==> src/rtl/nand_seq_pkg.sv <==
package nand_seq_pkg;

    localparam logic [7:0] OPC_RESET    = 8'hFF;
    localparam logic [7:0] OPC_IDENT    = 8'h90;
    localparam logic [7:0] OPC_PARAM    = 8'hEC;
    localparam logic [7:0] OPC_READ     = 8'h00;
    localparam logic [7:0] OPC_READ_GO  = 8'h30;
    localparam logic [7:0] OPC_PROG     = 8'h80;
    localparam logic [7:0] OPC_PROG_GO  = 8'h10;
    localparam logic [7:0] OPC_ERASE    = 8'h60;
    localparam logic [7:0] OPC_ERASE_GO = 8'hD0;

    localparam logic [7:0]  SIG_ADDR = 8'h20;
    localparam logic [31:0] SIG_WORD = 32'h4946_4E4F;

    typedef enum logic [2:0] {
        ST_PWRUP, ST_IDLE, ST_COL, ST_ROW, ST_ONE, ST_CONF, ST_BUSY
    } seq_state_e;

    typedef enum logic [2:0] {
        OP_NONE, OP_READ, OP_PROG, OP_ERASE, OP_IDENT, OP_PARAM
    } seq_op_e;

    typedef enum logic [2:0] {
        SRC_NONE = 3'd0, SRC_ID = 3'd1, SRC_SIG = 3'd2, SRC_PARAM = 3'd3, SRC_PAGE = 3'd4
    } src_e;

    typedef enum logic [1:0] {
        STO_NONE = 2'd0, STO_READ = 2'd1, STO_PROG = 2'd2, STO_FILL = 2'd3
    } sto_e;

    typedef struct packed {
        logic wr_ok;
        logic ready;
        logic fail;
    } stat_t;

    function automatic logic [3:0] eff_cycles(input logic [3:0] nib, input logic [3:0] maxc);
        if (nib == 4'd0)
            return 4'd1;
        else if (nib > maxc)
            return maxc;
        else
            return nib;
    endfunction

    function automatic logic [7:0] confirm_of(input seq_op_e op);
        case (op)
            OP_READ:  return OPC_READ_GO;
            OP_PROG:  return OPC_PROG_GO;
            OP_ERASE: return OPC_ERASE_GO;
            default:  return OPC_RESET;
        endcase
    endfunction

    function automatic logic is_idle_opcode(input logic [7:0] b);
        return (b == OPC_RESET) || (b == OPC_IDENT) || (b == OPC_PARAM) ||
               (b == OPC_READ) || (b == OPC_PROG) || (b == OPC_ERASE);
    endfunction

endpackage

==> src/rtl/nand_addr_collect.sv <==
module nand_addr_collect
    import nand_seq_pkg::*;
#(
    parameter int MAX_COL_CYC = 2,
    parameter int MAX_ROW_CYC = 3
) (
    input  logic                     clk,
    input  logic                     rst,
    input  logic                     clr,
    input  logic                     col_en,
    input  logic                     row_en,
    input  logic [7:0]               din,
    input  logic [3:0]               col_need,
    input  logic [3:0]               row_need,
    output logic [8*MAX_COL_CYC-1:0] col_q,
    output logic [8*MAX_ROW_CYC-1:0] row_q,
    output logic                     col_done,
    output logic                     row_done
);
    localparam int CW   = 8 * MAX_COL_CYC;
    localparam int RW   = 8 * MAX_ROW_CYC;
    localparam int MAXC = (MAX_COL_CYC > MAX_ROW_CYC) ? MAX_COL_CYC : MAX_ROW_CYC;

    logic [3:0] cnt;
    logic [3:0] need;
    logic       last;

    assign need     = col_en ? col_need : row_need;
    assign last     = (col_en || row_en) && (4'(cnt + 4'd1) == need);
    assign col_done = col_en && last;
    assign row_done = row_en && last;

    always_ff @(posedge clk) begin
        if (rst || clr) begin
            cnt   <= '0;
            col_q <= '0;
            row_q <= '0;
        end else if (col_en || row_en) begin
            for (int i = 0; i < MAX_COL_CYC; i++)
                if (col_en && cnt == 4'(i))
                    col_q[i*8 +: 8] <= din;
            for (int i = 0; i < MAX_ROW_CYC; i++)
                if (row_en && cnt == 4'(i))
                    row_q[i*8 +: 8] <= din;
            cnt <= last ? 4'd0 : 4'(cnt + 4'd1);
        end
    end

    // the byte index never runs past the widest field
    p_cnt_bound_r3: assert property (@(posedge clk) disable iff (rst)
        cnt < 4'(MAXC));

    // a completed field restarts the byte counter
    p_cnt_wrap_r3: assert property (@(posedge clk) disable iff (rst)
        (col_done || row_done) |=> (cnt == 4'd0));

    logic unused_w;
    assign unused_w = ^{CW, RW};
endmodule

==> src/rtl/nand_busy_timer.sv <==
module nand_busy_timer #(
    parameter int DLY_W = 16
) (
    input  logic             clk,
    input  logic             rst,
    input  logic             load,
    input  logic [DLY_W-1:0] load_val,
    output logic             busy,
    output logic             expire
);
    logic [DLY_W-1:0] cnt;

    assign busy   = (cnt != '0);
    assign expire = (cnt == DLY_W'(1));

    always_ff @(posedge clk) begin
        if (rst)
            cnt <= '0;
        else if (load)
            cnt <= load_val;
        else if (busy)
            cnt <= cnt - DLY_W'(1);
    end

    // a new delay is only loaded once the previous one has run out
    p_load_idle_r7: assert property (@(posedge clk) disable iff (rst)
        load |-> !busy);
endmodule

==> src/rtl/nand_resp_sel.sv <==
module nand_resp_sel
    import nand_seq_pkg::*;
#(
    parameter int PARAM_BYTES = 256,
    parameter int PAGE_BYTES  = 2112
) (
    input  src_e        src,
    input  logic [7:0]  man,
    input  logic [7:0]  dev,
    output logic [31:0] word,
    output logic [15:0] len
);
    always_comb begin
        word = '0;
        len  = '0;
        case (src)
            SRC_ID: begin
                word = {16'h0, dev, man};
                len  = 16'd2;
            end
            SRC_SIG: begin
                word = SIG_WORD;
                len  = 16'd4;
            end
            SRC_PARAM: len = 16'(PARAM_BYTES);
            SRC_PAGE:  len = 16'(PAGE_BYTES);
            default: ;
        endcase
    end
endmodule

==> src/rtl/nand_cmd_seq.sv <==
module nand_cmd_seq
    import nand_seq_pkg::*;
#(
    parameter int DLY_W       = 16,
    parameter int MAX_COL_CYC = 2,
    parameter int MAX_ROW_CYC = 3,
    parameter int PG_W        = 6,
    parameter int BLK_W       = 10,
    parameter int PARAM_BYTES = 256,
    parameter int PAGE_BYTES  = 2112,
    localparam int CW         = 8 * MAX_COL_CYC,
    localparam int RW         = 8 * MAX_ROW_CYC,
    localparam int LUN_W      = RW - PG_W - BLK_W
) (
    input  logic             clk,
    input  logic             rst,
    input  logic             cmd_we,
    input  logic             addr_we,
    input  logic [7:0]       bus_din,
    input  logic [7:0]       cfg_addr_cyc,
    input  logic [DLY_W-1:0] cfg_rd_dly,
    input  logic [DLY_W-1:0] cfg_pg_dly,
    input  logic [DLY_W-1:0] cfg_er_dly,
    input  logic             wp_in,
    input  logic [7:0]       man_id,
    input  logic [7:0]       dev_id,
    output logic [7:0]       status_q,
    output logic             err_evt,
    output logic             err_addr,
    output logic [2:0]       rsp_src,
    output logic [31:0]      rsp_word,
    output logic [15:0]      rsp_len,
    output logic [LUN_W-1:0] st_lun,
    output logic [BLK_W-1:0] st_blk,
    output logic [PG_W-1:0]  st_page,
    output logic [CW-1:0]    st_col,
    input  logic             st_blk_ok,
    output logic             st_op_vld,
    output logic [1:0]       st_op,
    output logic             st_wear_dec
);
    seq_state_e       state;
    seq_op_e          op;
    src_e             src;
    stat_t            stat;
    sto_e             sto;
    logic             chk_pend;
    logic             wear_pend;

    logic             col_en, row_en, clr_addr, col_done, row_done;
    logic [3:0]       col_need, row_need;
    logic [RW-1:0]    row_q;
    logic [CW-1:0]    col_q;
    logic             tmr_load, tmr_busy, tmr_expire;
    logic [DLY_W-1:0] sel_dly;
    logic             conf_go, strobe_cmd, strobe_addr;

    assign strobe_cmd  = cmd_we;
    assign strobe_addr = addr_we && !cmd_we;

    assign col_need = eff_cycles(cfg_addr_cyc[7:4], 4'(MAX_COL_CYC));
    assign row_need = eff_cycles(cfg_addr_cyc[3:0], 4'(MAX_ROW_CYC));
    assign col_en   = strobe_addr && (state == ST_COL);
    assign row_en   = strobe_addr && (state == ST_ROW);
    assign clr_addr = strobe_cmd && (state == ST_IDLE);

    always_comb begin
        case (op)
            OP_READ:  sel_dly = cfg_rd_dly;
            OP_PROG:  sel_dly = cfg_pg_dly;
            OP_ERASE: sel_dly = cfg_er_dly;
            default:  sel_dly = '0;
        endcase
    end

    assign conf_go  = (state == ST_CONF) && strobe_cmd && (bus_din == confirm_of(op));
    assign tmr_load = conf_go && (sel_dly != '0);

    nand_addr_collect #(
        .MAX_COL_CYC(MAX_COL_CYC),
        .MAX_ROW_CYC(MAX_ROW_CYC)
    ) u_addr (
        .clk      (clk),
        .rst      (rst),
        .clr      (clr_addr),
        .col_en   (col_en),
        .row_en   (row_en),
        .din      (bus_din),
        .col_need (col_need),
        .row_need (row_need),
        .col_q    (col_q),
        .row_q    (row_q),
        .col_done (col_done),
        .row_done (row_done)
    );

    nand_busy_timer #(.DLY_W(DLY_W)) u_timer (
        .clk      (clk),
        .rst      (rst),
        .load     (tmr_load),
        .load_val (sel_dly),
        .busy     (tmr_busy),
        .expire   (tmr_expire)
    );

    nand_resp_sel #(
        .PARAM_BYTES(PARAM_BYTES),
        .PAGE_BYTES (PAGE_BYTES)
    ) u_resp (
        .src  (src),
        .man  (man_id),
        .dev  (dev_id),
        .word (rsp_word),
        .len  (rsp_len)
    );

    always_ff @(posedge clk) begin
        if (rst) begin
            state       <= ST_PWRUP;
            op          <= OP_NONE;
            src         <= SRC_NONE;
            stat.wr_ok  <= !wp_in;
            stat.ready  <= 1'b1;
            stat.fail   <= 1'b0;
            err_evt     <= 1'b0;
            err_addr    <= 1'b0;
            st_op_vld   <= 1'b0;
            sto         <= STO_NONE;
            wear_pend   <= 1'b0;
            st_wear_dec <= 1'b0;
            chk_pend    <= 1'b0;
        end else begin
            err_evt     <= 1'b0;
            err_addr    <= 1'b0;
            st_op_vld   <= 1'b0;
            sto         <= STO_NONE;
            st_wear_dec <= wear_pend;
            wear_pend   <= 1'b0;
            chk_pend    <= 1'b0;

            if (tmr_expire) begin
                stat.ready <= 1'b1;
                state      <= ST_IDLE;
            end

            case (state)
                ST_PWRUP: begin
                    if (strobe_cmd && bus_din == OPC_RESET) begin
                        state      <= ST_IDLE;
                        src        <= SRC_NONE;
                        stat.ready <= 1'b1;
                    end else if (strobe_cmd || addr_we) begin
                        err_evt <= 1'b1;
                    end
                end

                ST_IDLE: begin
                    if (strobe_cmd) begin
                        if (is_idle_opcode(bus_din))
                            stat.fail <= 1'b0;
                        case (bus_din)
                            OPC_RESET: begin
                                src        <= SRC_NONE;
                                stat.ready <= 1'b1;
                            end
                            OPC_IDENT: begin
                                op <= OP_IDENT; state <= ST_ONE;
                            end
                            OPC_PARAM: begin
                                op <= OP_PARAM; state <= ST_ONE;
                            end
                            OPC_READ: begin
                                op <= OP_READ; state <= ST_COL;
                            end
                            OPC_PROG: begin
                                op <= OP_PROG; state <= ST_COL;
                            end
                            OPC_ERASE: begin
                                op <= OP_ERASE; state <= ST_ROW;
                            end
                            default: err_evt <= 1'b1;
                        endcase
                    end else if (addr_we) begin
                        err_evt <= 1'b1;
                    end
                end

                ST_COL, ST_ROW, ST_ONE, ST_CONF: begin
                    if (conf_go) begin
                        case (op)
                            OP_READ: begin
                                st_op_vld <= 1'b1; sto <= STO_READ; src <= SRC_PAGE;
                            end
                            OP_PROG: begin
                                st_op_vld <= 1'b1; sto <= STO_PROG; src <= SRC_PAGE;
                            end
                            default: begin
                                if (st_blk_ok) begin
                                    st_op_vld <= 1'b1; sto <= STO_FILL;
                                end
                                wear_pend <= 1'b1;
                                src       <= SRC_NONE;
                            end
                        endcase
                        if (sel_dly != '0) begin
                            stat.ready <= 1'b0;
                            state      <= ST_BUSY;
                        end else begin
                            state <= ST_IDLE;
                        end
                    end else if (strobe_cmd && bus_din == OPC_RESET) begin
                        state      <= ST_IDLE;
                        src        <= SRC_NONE;
                        stat.ready <= 1'b1;
                    end else if (strobe_cmd) begin
                        err_evt <= 1'b1;
                        state   <= ST_IDLE;
                    end else if (col_done) begin
                        state <= ST_ROW;
                    end else if (row_done) begin
                        state <= ST_CONF;
                        if (op == OP_PROG || op == OP_ERASE)
                            chk_pend <= 1'b1;
                    end else if (strobe_addr && state == ST_ONE) begin
                        state <= ST_IDLE;
                        if (op == OP_IDENT && bus_din == 8'h00)
                            src <= SRC_ID;
                        else if (op == OP_IDENT && bus_din == SIG_ADDR)
                            src <= SRC_SIG;
                        else if (op == OP_PARAM && bus_din == 8'h00)
                            src <= SRC_PARAM;
                        else begin
                            src      <= SRC_NONE;
                            err_addr <= 1'b1;
                        end
                    end
                end

                ST_BUSY: begin
                    if (strobe_cmd || addr_we)
                        err_evt <= 1'b1;
                end

                default: state <= ST_IDLE;
            endcase

            if (chk_pend && !st_blk_ok)
                stat.fail <= 1'b1;
        end
    end

    assign status_q = {stat.wr_ok, stat.ready, 5'b0, stat.fail};
    assign rsp_src  = src;
    assign st_op    = sto;
    assign st_col   = col_q;
    assign st_page  = row_q[PG_W-1:0];
    assign st_blk   = row_q[PG_W +: BLK_W];
    assign st_lun   = row_q[RW-1 -: LUN_W];

    // a foreign command before RESET keeps the power-up state and is flagged
    p_pwrup_hold_r1: assert property (@(posedge clk) disable iff (rst)
        (state == ST_PWRUP && cmd_we && bus_din != OPC_RESET) |=> (state == ST_PWRUP && err_evt));

    // a command accepted in idle leaves the fail flag clear
    p_fail_clear_r5: assert property (@(posedge clk) disable iff (rst)
        (state == ST_IDLE && cmd_we && is_idle_opcode(bus_din)) |=> !stat.fail);

    // an invalid block on program/erase sets fail
    p_fail_set_r6: assert property (@(posedge clk) disable iff (rst)
        (chk_pend && !st_blk_ok) |=> stat.fail);

    // ready is low whenever the busy counter runs
    p_busy_not_ready_r7: assert property (@(posedge clk) disable iff (rst)
        tmr_busy |-> !stat.ready);

    // strobes during busy are flagged
    p_busy_flag_r8: assert property (@(posedge clk) disable iff (rst)
        (state == ST_BUSY && (cmd_we || addr_we)) |=> err_evt);

    // an erase fill is followed by the wear pulse
    p_wear_after_fill_r9: assert property (@(posedge clk) disable iff (rst)
        (st_op_vld && sto == STO_FILL) |=> st_wear_dec);
endmodule

==> config.mk <==
export PLATFORM = sky130hd
export DESIGN_NAME = nand_cmd_seq
export DESIGN_NICKNAME = d
export VERILOG_FILES = /design/src/rtl/nand_seq_pkg.sv /design/src/rtl/nand_addr_collect.sv /design/src/rtl/nand_busy_timer.sv /design/src/rtl/nand_resp_sel.sv /design/src/rtl/nand_cmd_seq.sv
export SDC_FILE = /design/constraint.sdc
export NUM_CORES = 1
export LEC_CHECK = 0
export CAP_MARGIN = 10
export CORE_MARGIN = 2
export CORE_UTILIZATION = 45
export CTS_CLUSTER_DIAMETER = 40
export DETAILED_ROUTE_END_ITERATION = 10
export PLACE_DENSITY_LB_ADDON = 0.25
export SYNTH_ARGS = -nofsm -noshare
export SYNTH_HDL_FRONTEND = slang
export SYNTH_HIERARCHICAL = 1
export SYNTH_SLANG_ARGS = --single-unit
export TNS_END_PERCENT = 10
==> constraint.sdc <==
create_clock -name clk -period 3.6 [get_ports clk]
set_clock_uncertainty 0.15 [all_clocks]
set_input_delay 0.36 -clock clk [delete_from_list [all_inputs] [get_ports clk]]
set_output_delay 0.36 -clock clk [all_outputs]
set_load 0.02 [all_outputs]
==> results.py <==
metrics = {
    "status": {
        "status": "finished, final reports clean",
    },
    "worst_setup_path": {
        "cp_max_fo": 14,
        "crit_path_start_kind": "primary input",
        "cp_num_buf_inv": 2,
        "critPathTopFamily": "simple AND/OR/NAND/NOR gates",
        "worstReg2RegEnd": "rsp_src[0]",
        "path_class": "primary input to register",
        "worstSetupStartpoint": "addr_we",
        "worstPathCellList": "clkdlybuf4s50_1, nand2b_1, nor3b_2, buf_4, mux2i_1, xnor2_1, nand4b_2, nor3_1, or3_1, nor4_1, a21oi_1, a21boi_4, mux2i_1",
        "worstPathArrival_ns": 3.36,
        "rrSetupSlack_ns": 0.35,
        "slowest_stage": "clkdlybuf4s50_1",
        "cp.required_ns": 3.71,
        "endpoint_kind": "register",
        "slowest_delay_ns": 0.50,
        "r2r_cells": 12,
        "reg2reg_from": "state[1]",
        "crit_top_cell": "mux2i_1",
    },
    "finish": {
        "fin_util": 0.6420,
        "drive_gt1_frac": 0.08783,
        "n_antenna_cell": 0,
        "final_nets": 884,
        "area_growth_pct": 37.93,
        "nFillCells": 954,
        "multi_input_area_um2": 3089,
        "seq_area_um2": 1613,
    },
    "floorplan": {
        "ios": 191,
        "initial_utilization": 0.4654,
        "dieWidth_um": 110.4,
        "die-area_um2": 12180,
        "core_um2": 10940,
        "fp-row-count": 38,
        "die_h_um": 110.4,
    },
    "clock_tree": {
        "root_buffer": "clkbuf_16",
        "postCtsHoldBufs": 0,
        "h-tree-depth": 3,
        "cts_buffers": 9,
        "clk_pin_slew_ns": 0.06,
        "insertion_delay_ns": 0.33,
        "cts_tree": "yes",
        "cts_sinks": 80,
        "clk_path_buf_depth": 2,
    },
    "timing": {
        "finalWorstSetupSlack_ns": 0.3407,
        "drv_slew": 0,
        "fin_crit_sh": 0.9054,
        "rsz0062_at_grt": "false",
        "worst_pin_slew_ns": 0.8688,
        "setup_tns_ns": 0,
        "hold_viol_final": 0,
        "fmax_mhz": 306.8,
        "maxSlewHeadroom": 0.4155,
        "finalSetupViolations": 0,
        "min_period_ns": 3.259,
    },
    "global_route": {
        "globalRouteTotalUtil": 0.2394,
        "antenna_found_initial": 0,
        "grt_pass1_wl_mm": 23.09,
        "grt_max_degree": 45,
        "grt_overflow": 0,
        "grt_pass1_vias": 4752,
    },
    "drt": {
        "viasPerCell": 5.403,
        "drc_errors": 0,
        "met3_length_mm": 1.478,
        "vias": 5063,
        "dr_wl_met2_mm": 6.972,
        "dr.pass1.iters": 5,
        "wl_met1_mm": 6.205,
        "routed_wl_mm": 14.84,
        "drt_iter0_drc": 293,
        "ant_nets": 0,
        "wl_per_cell_um": 15.84,
        "topRoutingLayerUsed": "met4",
    },
    "placement": {
        "io_buffers": 163,
        "dpl.hpwl_mm": 11.11,
        "gp_congestion": 0.8553,
        "preCtsSetupSlack_ns": 0.05017,
    },
    "power": {
        "power-per-cell-area_nw_per_um2": 371.7,
        "power_w": 0.002610,
        "vdd_drop_max_mv": 0.2803,
        "power.leakage_nw": 2.456,
    },
    "run": {
        "cap_violations": 0,
    },
    "min_path": {
        "min-delay-start": "wear_pend",
        "holdPathStages": 1,
        "holdPathEnd": "st_wear_dec",
        "hold_path_class": "register to register",
    },
    "yosys": {
        "ys_warn_count": 6,
        "synthesis.instances": 639,
        "syn_area_um2": 5090,
        "avgSynthCellArea_um2": 7.965,
    },
}
## power breakdown
group / internal [W] / total, W / switching, W
registers: 0.000948 / 0.00104 / 0.0000889
clock network: 0.000533 / 0.000887 / 0.000353
logic: 0.000322 / 0.000687 / 0.000365
## through the flow
step	hold slack, ns	cells	instance area, µm²
after detailed placement	0.2813	921	6730
after global routing	0.3116	937	7020
after floorplan	0.2638	669	5202
after global placement	0.2740	921	6730
final	0.2881	937	7020
after CTS	0.2947	937	7019
## metal layers
metal	up-vias	global-route usage
met5	-	0
met4	0	0.06786
met3	15	0.06467
met2	192	0.4141
met1	2341	0.2918
li1	2515	-
## worst max-delay path by stage
stage | to | slack (ns) | depth (start not counted)
after CTS | rsp_src[0] | 0.25 | 12
after global placement | rsp_src[1] | 0.15 | 13
final | rsp_src[0] | 0.34 | 13
after detailed placement | rsp_src[0] | 0.05 | 13
after global routing | rsp_src[0] | 0.12 | 12
after floorplan | rsp_src[0] | 0.28 | 13
## state kept, by name, summed over array words and instances (netlist names)
signal / flops
u_addr/cnt: 4
st_op: 2
op: 3
err_addr: 1
st_op_vld: 1
chk_pend: 1
err_evt: 1
rsp_src: 3
u_timer/cnt: 16
st_wear_dec: 1
u_addr/col_q: 16
status_q: 3
wear_pend: 1
state: 3
u_addr/row_q: 24
## final cells by class
type                            instances  area share
Clock buffer                           10     0.03261
Clock inverter                          6    0.008555
Inverter                               16    0.008555
Multi-Input combinational cell        502      0.4400
Sequential cell                        80      0.2297
Tap cell                              140     0.02495
Timing Repair Buffer                  183      0.2556
## layout by cell type (no fill, tap or decap), drive strengths merged, types with 12 or more instances in the layout
cell and instances:
nand2b 12, buf 20, nand2 98, a21oi 62, inv 15, nor2 40
dfxtp 79, xnor2 12, a211oi 19, mux2i 29, nor3 14, clkdlybuf4s50 163
o21ai 28, conb 32, and2 14
## what timing repair did
item / CTS / global route
buffers inserted: 0 / 0
gates resized for setup: 0 / 1
endpoints found under the setup margin: 0 / 1
endpoints found under the hold margin: 0 / 0
No activity file was read; power rests on OpenSTA's default activity.
